<file path="src/rtl/alu_flag_pkg.sv">
package alu_flag_pkg;
  localparam int FLAG_W = 16;

  localparam int FB_CY   = 0;
  localparam int FB_PAR  = 2;
  localparam int FB_AUX  = 4;
  localparam int FB_ZERO = 6;
  localparam int FB_SIGN = 7;
  localparam int FB_STEP = 8;
  localparam int FB_IRQ  = 9;
  localparam int FB_DIR  = 10;
  localparam int FB_OVF  = 11;

  localparam logic [FLAG_W-1:0] CTL_MASK  = 16'h0700;
  localparam logic [FLAG_W-1:0] USED_MASK = 16'h0FD5;

  typedef enum logic [3:0] {
    OP_ADD      = 4'd0,
    OP_ADC      = 4'd1,
    OP_SUB      = 4'd2,
    OP_SBB      = 4'd3,
    OP_AND      = 4'd4,
    OP_OR       = 4'd5,
    OP_XOR      = 4'd6,
    OP_NONE     = 4'd7,
    OP_CLR_STEP = 4'd8,
    OP_SET_STEP = 4'd9,
    OP_CLR_IRQ  = 4'd10,
    OP_SET_IRQ  = 4'd11,
    OP_CLR_DIR  = 4'd12,
    OP_SET_DIR  = 4'd13
  } alu_op_e;
endpackage

</file>
<file path="src/rtl/alu_datapath.sv">
module alu_datapath
  import alu_flag_pkg::*;
#(
  parameter int DATA_W = 16
) (
  input  logic [DATA_W-1:0] a,
  input  logic [DATA_W-1:0] b,
  input  logic              wide,
  input  alu_op_e           op,
  input  logic              cin,
  output logic [DATA_W-1:0] res,
  output logic              cy,
  output logic              aux,
  output logic              ovf
);
  localparam int HALF_W = DATA_W / 2;

  logic [DATA_W-1:0] mask, am, bm;
  logic [DATA_W:0]   ext;
  logic              ci, is_add, is_sub, sa, sb, sr;

  always_comb begin
    mask   = wide ? {DATA_W{1'b1}} : {{HALF_W{1'b0}}, {HALF_W{1'b1}}};
    am     = a & mask;
    bm     = b & mask;
    is_add = (op == OP_ADD) || (op == OP_ADC);
    is_sub = (op == OP_SUB) || (op == OP_SBB);
    ci     = ((op == OP_ADC) || (op == OP_SBB)) ? cin : 1'b0;
    unique case (op)
      OP_ADD, OP_ADC: ext = {1'b0, am} + {1'b0, bm} + (DATA_W+1)'(ci);
      OP_SUB, OP_SBB: ext = {1'b0, am} - {1'b0, bm} - (DATA_W+1)'(ci);
      OP_AND:         ext = {1'b0, am & bm};
      OP_OR:          ext = {1'b0, am | bm};
      OP_XOR:         ext = {1'b0, am ^ bm};
      default:        ext = '0;
    endcase
    res = ext[DATA_W-1:0] & mask;
    sa  = wide ? am[DATA_W-1] : am[HALF_W-1];
    sb  = wide ? bm[DATA_W-1] : bm[HALF_W-1];
    sr  = wide ? res[DATA_W-1] : res[HALF_W-1];
    cy  = (is_add || is_sub) && (wide ? ext[DATA_W] : ext[HALF_W]);
    // nibble carry/borrow shows up as a flip of bit 4 against the operands
    aux = (is_add || is_sub) && (am[4] ^ bm[4] ^ ext[4]);
    ovf = (is_add && (sa == sb) && (sr != sa)) ||
          (is_sub && (sa != sb) && (sr != sa));
  end
endmodule

</file>
<file path="src/rtl/flag_pack.sv">
module flag_pack
  import alu_flag_pkg::*;
#(
  parameter int DATA_W = 16
) (
  input  logic [DATA_W-1:0] res,
  input  logic              wide,
  input  logic              cy,
  input  logic              aux,
  input  logic              ovf,
  output logic [FLAG_W-1:0] status
);
  localparam int HALF_W = DATA_W / 2;

  always_comb begin
    status          = '0;
    status[FB_CY]   = cy;
    status[FB_PAR]  = ~^res[7:0];
    status[FB_AUX]  = aux;
    status[FB_ZERO] = wide ? (res == '0) : (res[HALF_W-1:0] == '0);
    status[FB_SIGN] = wide ? res[DATA_W-1] : res[HALF_W-1];
    status[FB_OVF]  = ovf;
  end
endmodule

</file>
<file path="src/rtl/status_alu.sv">
module status_alu
  import alu_flag_pkg::*;
#(
  parameter int DATA_W = 16
) (
  input  logic              clk,
  input  logic              rst,
  input  logic              wr_en,
  input  logic [3:0]        op,
  input  logic              wide,
  input  logic              carry_in,
  input  logic [DATA_W-1:0] a,
  input  logic [DATA_W-1:0] b,
  output logic [DATA_W-1:0] result,
  output logic [FLAG_W-1:0] flags
);
  localparam int HALF_W = DATA_W / 2;

  alu_op_e           op_e;
  logic [DATA_W-1:0] dp_res;
  logic              dp_cy, dp_aux, dp_ovf;
  logic [FLAG_W-1:0] status_new;
  logic              is_alu, is_logic, is_ctl;
  logic [1:0]        ctl_sel;
  logic [DATA_W-1:0] result_q;
  logic [FLAG_W-1:0] flags_q;

  assign op_e     = alu_op_e'(op);
  assign is_alu   = (op[3] == 1'b0) && (op != 4'd7);
  assign is_logic = (op == 4'd4) || (op == 4'd5) || (op == 4'd6);
  assign is_ctl   = op[3] && (op[2:1] != 2'b11);
  assign ctl_sel  = op[2:1];

  alu_datapath #(.DATA_W(DATA_W)) u_dp (
    .a(a), .b(b), .wide(wide), .op(op_e), .cin(carry_in),
    .res(dp_res), .cy(dp_cy), .aux(dp_aux), .ovf(dp_ovf)
  );

  flag_pack #(.DATA_W(DATA_W)) u_fp (
    .res(dp_res), .wide(wide), .cy(dp_cy), .aux(dp_aux), .ovf(dp_ovf),
    .status(status_new)
  );

  always_ff @(posedge clk) begin
    if (rst) begin
      result_q <= '0;
      flags_q  <= '0;
    end else if (wr_en) begin
      if (is_alu) begin
        result_q <= dp_res;
        flags_q  <= status_new | (flags_q & CTL_MASK);
      end else if (is_ctl) begin
        case (ctl_sel)
          2'd0:    flags_q[FB_STEP] <= op[0];
          2'd1:    flags_q[FB_IRQ]  <= op[0];
          default: flags_q[FB_DIR]  <= op[0];
        endcase
      end
    end
  end

  assign result = result_q;
  assign flags  = flags_q;

  // no accepted operation, nothing moves
  p_hold_r10: assert property (@(posedge clk) disable iff (rst)
    !wr_en |=> ($stable(result_q) && $stable(flags_q)));

  // reserved flag bits stay clear
  p_unused_zero_r11: assert property (@(posedge clk) disable iff (rst)
    (flags_q & ~USED_MASK) == '0);

  // narrow results have a clear upper half
  p_narrow_hi_r11: assert property (@(posedge clk) disable iff (rst)
    (wr_en && is_alu && !wide) |=> (result_q[DATA_W-1:HALF_W] == '0));

  // arithmetic and logic leave the control bits alone
  p_ctl_keep_r9: assert property (@(posedge clk) disable iff (rst)
    (wr_en && is_alu) |=> $stable(flags_q & CTL_MASK));

  // control commands leave the result alone
  p_ctl_result_r9: assert property (@(posedge clk) disable iff (rst)
    (wr_en && is_ctl) |=> $stable(result_q));

  // logic ops clear carry, aux and overflow
  p_logic_clear_r8: assert property (@(posedge clk) disable iff (rst)
    (wr_en && is_logic) |=> (!flags_q[FB_CY] && !flags_q[FB_AUX] && !flags_q[FB_OVF]));
endmodule

</file>
<file path="config.mk">
export PLATFORM = sky130hd
export DESIGN_NAME = status_alu
export DESIGN_NICKNAME = d
export VERILOG_FILES = /design/src/rtl/alu_flag_pkg.sv /design/src/rtl/alu_datapath.sv /design/src/rtl/flag_pack.sv /design/src/rtl/status_alu.sv
export SDC_FILE = /design/constraint.sdc
export NUM_CORES = 1
export LEC_CHECK = 0
export BUFFER_PORTS_ARGS = -buffer_cell sky130_fd_sc_hd__buf_2
export CAP_MARGIN = 20
export CORE_MARGIN = 2
export CORE_UTILIZATION = 59
export CTS_BUF_LIST = sky130_fd_sc_hd__clkbuf_8
export CTS_CLUSTER_DIAMETER = 60
export DETAILED_ROUTE_END_ITERATION = 7
export GPL_ROUTABILITY_DRIVEN = 0
export PLACE_DENSITY = 0.84
export SLEW_MARGIN = 10
export SYNTH_ARGS = -nofsm -noshare
export SYNTH_HDL_FRONTEND = slang
export SYNTH_SLANG_ARGS = --single-unit
</file>
<file path="constraint.sdc">
create_clock -name clk -period 6.9 [get_ports clk]
set_input_delay 1.38 -clock clk [delete_from_list [all_inputs] [get_ports clk]]
set_output_delay 1.38 -clock clk [all_outputs]
set_load 0.01 [all_outputs]
</file>
After elaboration in Yosys (flattened, before gate mapping):

Cells that the tools add are included.

* register bits: 32
* input port bits: 41
* output and inout port bits: 32

* $add $sub $neg: 4
* equality and inequality tests: 13
* muxes and demuxes: 13
* bitwise logic cells: 10
* reduce and logical (&&, ||, !) cells: 28

Operator list (number)
* case mux 17 bit (5 select lines): 1
* bitwise AND 16 bit: 4
* adder 16 x 16 -> 17 bit: 1
* adder 17 x 1 -> 17 bit: 1
* subtractor 16 x 16 -> 17 bit: 1
* subtractor 17 x 1 -> 17 bit: 1
* logical NOT 16 bit: 1
* two-way mux 16 bit: 1
* bitwise OR 16 bit: 1
* XOR 16 bit: 1
* == test 4 x 3 -> 1 bit (second input constant): 3
* bitwise OR 12 x 11 -> 12 bit: 1
* two-way mux 1 bit: 9
* AND reduction 3 bit: 3
* == test 4 x 2 -> 1 bit (second input constant): 2
* logical AND 1 bit: 8
* logical NOT 8 bit: 1
* XNOR reduction 8 bit: 1
* two-way mux 3 bit: 2
* nonzero test 2 bit: 3
* OR reduction 2 bit: 3
* logical OR 1 bit: 5
* == test 4 x 1 -> 1 bit (second input constant): 1
* logical NOT 4 bit: 1
* other kinds (10): 12

Depth between registers and ports, before layout:

* depth in word-level cells: 12
* depth in mapped cells: 19
* depth with buffers taken out: 18

Modules after synthesis:

From an unflattened synthesis, not the netlist that was laid out.

* cell total of the unflattened synthesis: 601
* area total of the unflattened synthesis: 4436.8 µm²

By module, submodules not included
* alu_datapath: times used 1, cells an instance 402, area an instance 2788.9 µm², seq. area each 0.0 µm²
* status_alu: times used 1, cells an instance 163, area an instance 1393.8 µm², seq. area each 640.6 µm²
* flag_pack: times used 1, cells an instance 36, area an instance 254.0 µm², seq. area each 0.0 µm²

Worst setup path after synthesis:

Ideal clock, no wire load.

* path type: in2reg
* start: input op[3]
* end: register flags_q[6], in the netlist flags[6]
* arrival: 5191 ps
* data required time: 6816 ps
* path slack: 1624 ps
* cell stages on the path: 16
* cells stage by stage: buf_2 nor2_1 nand3_1 fa_1 ha_1 a211oi_1 o221ai_1 o21ai_0 xnor2_1 a221oi_1 ha_1 nand4_1 a2111oi_2 o211ai_1 or4_1 o31ai_2

* word-level cells in the longest chain between the ends: 9
* elaborated cells on any way between the ends: 23
* those cells by class: add/sub (2); eq/ne (7); mux (3); bitwise (3); reduce/logical (8)

Ends and longest elaborated chain
* start, declared: RTL line status_alu.sv:9 `input logic [3:0] op,`
* == test 4 x 1 -> 1 bit or == test 4 x 2 -> 1 bit (tied branches): RTL line alu_datapath.sv:28, alu_datapath.sv:29
* logical OR 1 bit: RTL line alu_datapath.sv:28 `ci = ((op == OP_ADC) || (op == OP_SBB)) ? cin : 1'b0;`
* two-way mux 1 bit: RTL line alu_datapath.sv:28
* subtractor 17 x 1 -> 17 bit or adder 17 x 1 -> 17 bit (tied branches): RTL line alu_datapath.sv:31, alu_datapath.sv:30
* case mux 17 bit (5 select lines): RTL line alu_datapath.sv:29 `unique case (op)`
* bitwise AND 16 bit: RTL line alu_datapath.sv:37 `res = ext[DATA_W-1:0] & mask;`
* logical NOT 16 bit or logical NOT 8 bit (tied branches): RTL line flag_pack.sv:20 `status[FB_ZERO] = wide ? (res == '0) : (res[HALF_W-1:0] == '0);`
* two-way mux 1 bit: RTL line flag_pack.sv:20
* bitwise OR 12 x 11 -> 12 bit: RTL line status_alu.sv:51 `flags_q <= status_new | (flags_q & CTL_MASK);`
* end signal, assigned: RTL line status_alu.sv:51
* end signal, assigned by index: RTL line status_alu.sv:54 `2'd0: flags_q[FB_STEP] <= op[0];`
* end signal, assigned by index: RTL line status_alu.sv:55 `2'd1: flags_q[FB_IRQ] <= op[0];`
* end, declared: RTL line status_alu.sv:26 `logic [FLAG_W-1:0] flags_q;`

Parallel ways exist; a longest one is shown, timed or not.
A chain may end at the register's enable or synchronous reset.

Worst setup path after layout:

* start: input op[2]
* end: register flags_q[6], in the netlist flags[6]

The elaborated chain is that of the path after synthesis.

==> insert_results.sql <==
INSERT INTO impl_metrics (metric_group, metric, value, unit) VALUES
('setup_path', 'crit_top_cell', 'sky130_fd_sc_hd__ha_1', ''),
('worst_hold_path', 'worst_hold_path_type', 'reg2reg', ''),
('layout', 'fillers', '590', ''),
('synthesis', 'synth-edff-count', '0', ''),
('synthesis', 'synth_seq_area_share', '12.8', '%'),
('layout', 'layout-area-overhead-vs-synth', '8.41', '%'),
('sta', 'min_period', '5.62', 'ns'),
('pwr', 'pwr-share-seq', '27.2', '%'),
('clocking', 'clock_tree_from_tritoncts', 'done', ''),
('synthesis', 'netlist_area_pre_place', '3920', 'um2'),
('detailed_routing', 'detail_route.wirelength', '10100', 'um'),
('layout', 'antenna_cells_inserted', '0', ''),
('detailed_routing', 'drt_iter0_drc', '332', ''),
('sta', 'unrepaired_setup_endpoints_after_global_routing', 'false', ''),
('pwr', 'comb_power_share', '58.0', '%'),
('layout', 'net_total_in_the_final_layout', '679', ''),
('sta', 'setup-tns-final', '0', 'ns'),
('sta', 'hold_violations', '0', ''),
('synthesis', 'synth.distinct_cells', '64', ''),
('global_route', 'grt_first_pass_wirelength', '16700', 'um'),
('pwr', 'cellLeakagePower', '2.13', 'nW'),
('synthesis', 'yosysWarningCount', '0', ''),
('sta', 'worstMarginPinSlew', '0.904', 'ns'),
('synthesis', 'postSynthRegisterBits', '25', ''),
('sta', 'clock_skew', '0', 'ns'),
('setup_path', 'crit_path_max_fanout', '11', ''),
('pwr', 'power.ir.vdd_worst', '183', 'uV'),
('run_status', 'outcome', 'completed', ''),
('setup_path', 'timing.critical_path.arrival', '5.81', 'ns'),
('pwr', 'power.clock.fraction', '14.8', '%'),
('synthesis', 'netlist_instances', '523', ''),
('setup_path', 'timing.critical_path.slowest_cell_delay', '0.59', 'ns'),
('global_route', 'first_global_vias', '3665', ''),
('die', 'initial_utilization', '61.3', '%'),
('placed_design', 'hpwl', '7890', 'um'),
('sta', 'slew_headroom', '39.5', '%'),
('die', 'die_h', '85.5', 'um'),
('clocking', 'cts_hold_buffers', '0', ''),
('clocking', 'cts.path.max_buffers', '2', ''),
('sta', 'finalMaxSlewViolations', '0', ''),
('detailed_routing', 'ant_nets', '0', ''),
('setup_path', 'type_of_the_setup_path_with_the_least_slack', 'in2reg', ''),
('pwr', 'power_density', '134', 'nW/um2'),
('setup_path', 'crit_family', 'compound AO/OA/AOI/OAI gates', ''),
('detailed_routing', 'drt-vias-per-instance', '6.15', ''),
('setup_path', 'worst_path_max_delay_cell', 'sky130_fd_sc_hd__a221oi_1', ''),
('die', 'placementRows', '29', ''),
('clocking', 'number_of_buffers_inserted_during_clock_tree_synthesis', '3', ''),
('clocking', 'htreeDepth', '1', ''),
('synthesis', 'synthesis.area_per_instance', '7.49', 'um2'),
('placed_design', 'io_buffers', '65', ''),
('die', 'top_level_ports', '73', ''),
('clocking', 'postCtsSetupBuffers', '0', ''),
('setup_path', 'critical_path_buf_inv_count', '1', ''),
('setup_path', 'critical_path.cell_chain', 'buf_2 -> nor2_1 -> nand3_1 -> fa_1 -> ha_1 -> a211oi_1 -> o221ai_1 -> o21ai_0 -> xnor2_1 -> a221oi_1 -> ha_1 -> nand4_1 -> a2111oi_2 -> o211ai_1 -> or4_1 -> o31ai_2', ''),
('pwr', 'p_sw_share', '42.5', '%'),
('global_route', 'grt-ovfl-total', '0', ''),
('die', 'fp.coreArea', '6390', 'um2'),
('pwr', 'fin_total_pwr', '0.000569', 'W'),
('sta', 'period_share', '81.4', '%'),
('pwr', 'p_switching', '0.000242', 'W'),
('sta', 'fmax', '178', 'MHz'),
('global_route', 'largest_net_degree_at_the_start_of_global_routing', '27', ''),
('layout', 'drive_gt1_share', '14.3', '%'),
('clocking', 'ctsRootBufferMaster', 'sky130_fd_sc_hd__clkbuf_8', ''),
('die', 'design.die.area', '7300', 'um2'),
('job', 'cap_violations', '0', ''),
('setup_path', 'startpoint_type', 'input port', ''),
('clocking', 'ctsResizeCount', '0', ''),
('die', 'floorplan_die_width', '85.5', 'um'),
('global_route', 'antenna_violations_before_repair', '0', '');
[final timing paths]
| check | from | to | slack (ns) | cells past startpoint |
|---|---|---|---|---|
| min reg2reg | flags[11]$_SDFFE_PP0P_ | flags[11]$_SDFFE_PP0P_ | 0.46 | 1 |
| min | flags[11]$_SDFFE_PP0P_ | flags[11]$_SDFFE_PP0P_ | 0.46 | 1 |
| max reg2reg | result[3]$_SDFFE_PP0P_ | result[3]$_SDFFE_PP0P_ | 6.15 | 2 |
| max | op[2] | flags[6]$_SDFFE_PP0P_ | 1.28 | 16 |
[worst register-to-register path: stages, from the launching register on]
cell and delay, ns:
sky130_fd_sc_hd__dfxtp_1 0.34, sky130_fd_sc_hd__nor2_1 0.06, sky130_fd_sc_hd__a211oi_1 0.26
[cell usage after synthesis (8+ instances only)]
library cell               number  share of area [%]
sky130_fd_sc_hd__a211oi_1      14                2.7
sky130_fd_sc_hd__a21o_1         8                1.5
sky130_fd_sc_hd__a21oi_1       32                4.1
sky130_fd_sc_hd__a22oi_1        8                1.5
sky130_fd_sc_hd__clkbuf_1      15                1.4
sky130_fd_sc_hd__dfxtp_1       25                 13
sky130_fd_sc_hd__ha_1          66                 21
sky130_fd_sc_hd__inv_1         55                5.3
sky130_fd_sc_hd__mux2i_1       17                4.3
sky130_fd_sc_hd__nand2_1       51                4.9
sky130_fd_sc_hd__nand3_1        8                1.0
sky130_fd_sc_hd__nor2_1        45                4.3
sky130_fd_sc_hd__nor3_1         9                1.2
sky130_fd_sc_hd__o21ai_0        8                1.0
sky130_fd_sc_hd__o21ai_1        9                1.2
sky130_fd_sc_hd__o22ai_1       13                2.1
sky130_fd_sc_hd__xnor2_1       23                5.1
[power groups by stage]
stage / Clock [W] / Sequential [W] / Combinational [W]
2_1_floorplan: 0 / 0.000161 / 0.000250
3_3_place_gp: 0 / 0.000158 / 0.000314
3_5_place_dp: 0 / 0.000158 / 0.000322
4_1_cts: 0.0000834 / 0.000154 / 0.000324
5_1_grt: 0.0000882 / 0.000155 / 0.000366
6_report: 0.0000842 / 0.000154 / 0.000330
[cells in the final DEF (no fill, tap or decap), types with 5 or more instances in the layout]
cell type                  count
sky130_fd_sc_hd__a221oi_1      7
sky130_fd_sc_hd__inv_1        56
sky130_fd_sc_hd__conb_1        7
sky130_fd_sc_hd__xnor2_1      23
sky130_fd_sc_hd__dfxtp_1      25
sky130_fd_sc_hd__o211ai_1      5
sky130_fd_sc_hd__mux2i_1      17
sky130_fd_sc_hd__a22oi_1       8
sky130_fd_sc_hd__ha_1         66
sky130_fd_sc_hd__nand4_1       6
sky130_fd_sc_hd__a21o_1        8
sky130_fd_sc_hd__o21ai_0       8
sky130_fd_sc_hd__a211oi_1     14
sky130_fd_sc_hd__o31ai_1       7
sky130_fd_sc_hd__nand3_1       8
sky130_fd_sc_hd__buf_2        65
sky130_fd_sc_hd__nand2_1      51
sky130_fd_sc_hd__a21oi_1      32
sky130_fd_sc_hd__o21ai_1       9
sky130_fd_sc_hd__nor2_1       45
sky130_fd_sc_hd__nor3_1        9
sky130_fd_sc_hd__a31oi_1       5
sky130_fd_sc_hd__o22ai_1      13
sky130_fd_sc_hd__xor2_1        6
[state kept, by name (all words and copies together) (netlist names)]
name	count
flags	9
result	16
[metrics by stage]
| step | hold WS, ns | setup slack, ns | utilization, % | std cells | instance area (um2) |
|---|---|---|---|---|---|
| after floorplan | 0.476 | 1.62 | - | 529 | 3940 |
| after global placement | 0.435 | 1.21 | 65.8 | 640 | 4200 |
| after detailed placement | 0.444 | 1.03 | 65.8 | 640 | 4200 |
| after CTS | 0.463 | 1.29 | 66.5 | 644 | 4240 |
| after global routing | 0.484 | 0.987 | 66.5 | 644 | 4240 |
| final | 0.464 | 1.28 | 66.5 | 644 | 4240 |
[routing by layer]
layer,track usage (%),share of wire [%],wire length (um)
met1,37.7,44,4400
met2,46.1,46,4600
met3,2.92,9.3,938
met4,5.48,1.1,112
met5,0,0,0
[kinds of logic (layout without fill, tap and decap cells)]
group                    Yosys count  after routing  share of synthesized area [%]
other                              1              7                         0.0958
multiplexers                      17             17                           4.35
buffers and inverters             88            126                           9.65
adder cells (fa/ha/maj)           70             70                           23.1
AO/OA/AOI/OAI                    144            144                           26.0
XOR/XNOR                          29             29                           6.49
flip-flops                        25             25                           12.8
AND/OR/NAND/NOR                  149            149                           17.5
[layout make-up]
class	instances	area, um2	area share, %
Clock buffer	3	41.3	0.973
Clock inverter	1	3.75	0.0884
Inverter	56	210	4.95
Multi-Input combinational cell	416	3060	72.1
Sequential cell	25	500	11.8
Tap cell	77	96.3	2.27
Timing Repair Buffer	66	333	7.84
No activity file was read; power rests on OpenSTA's default activity.
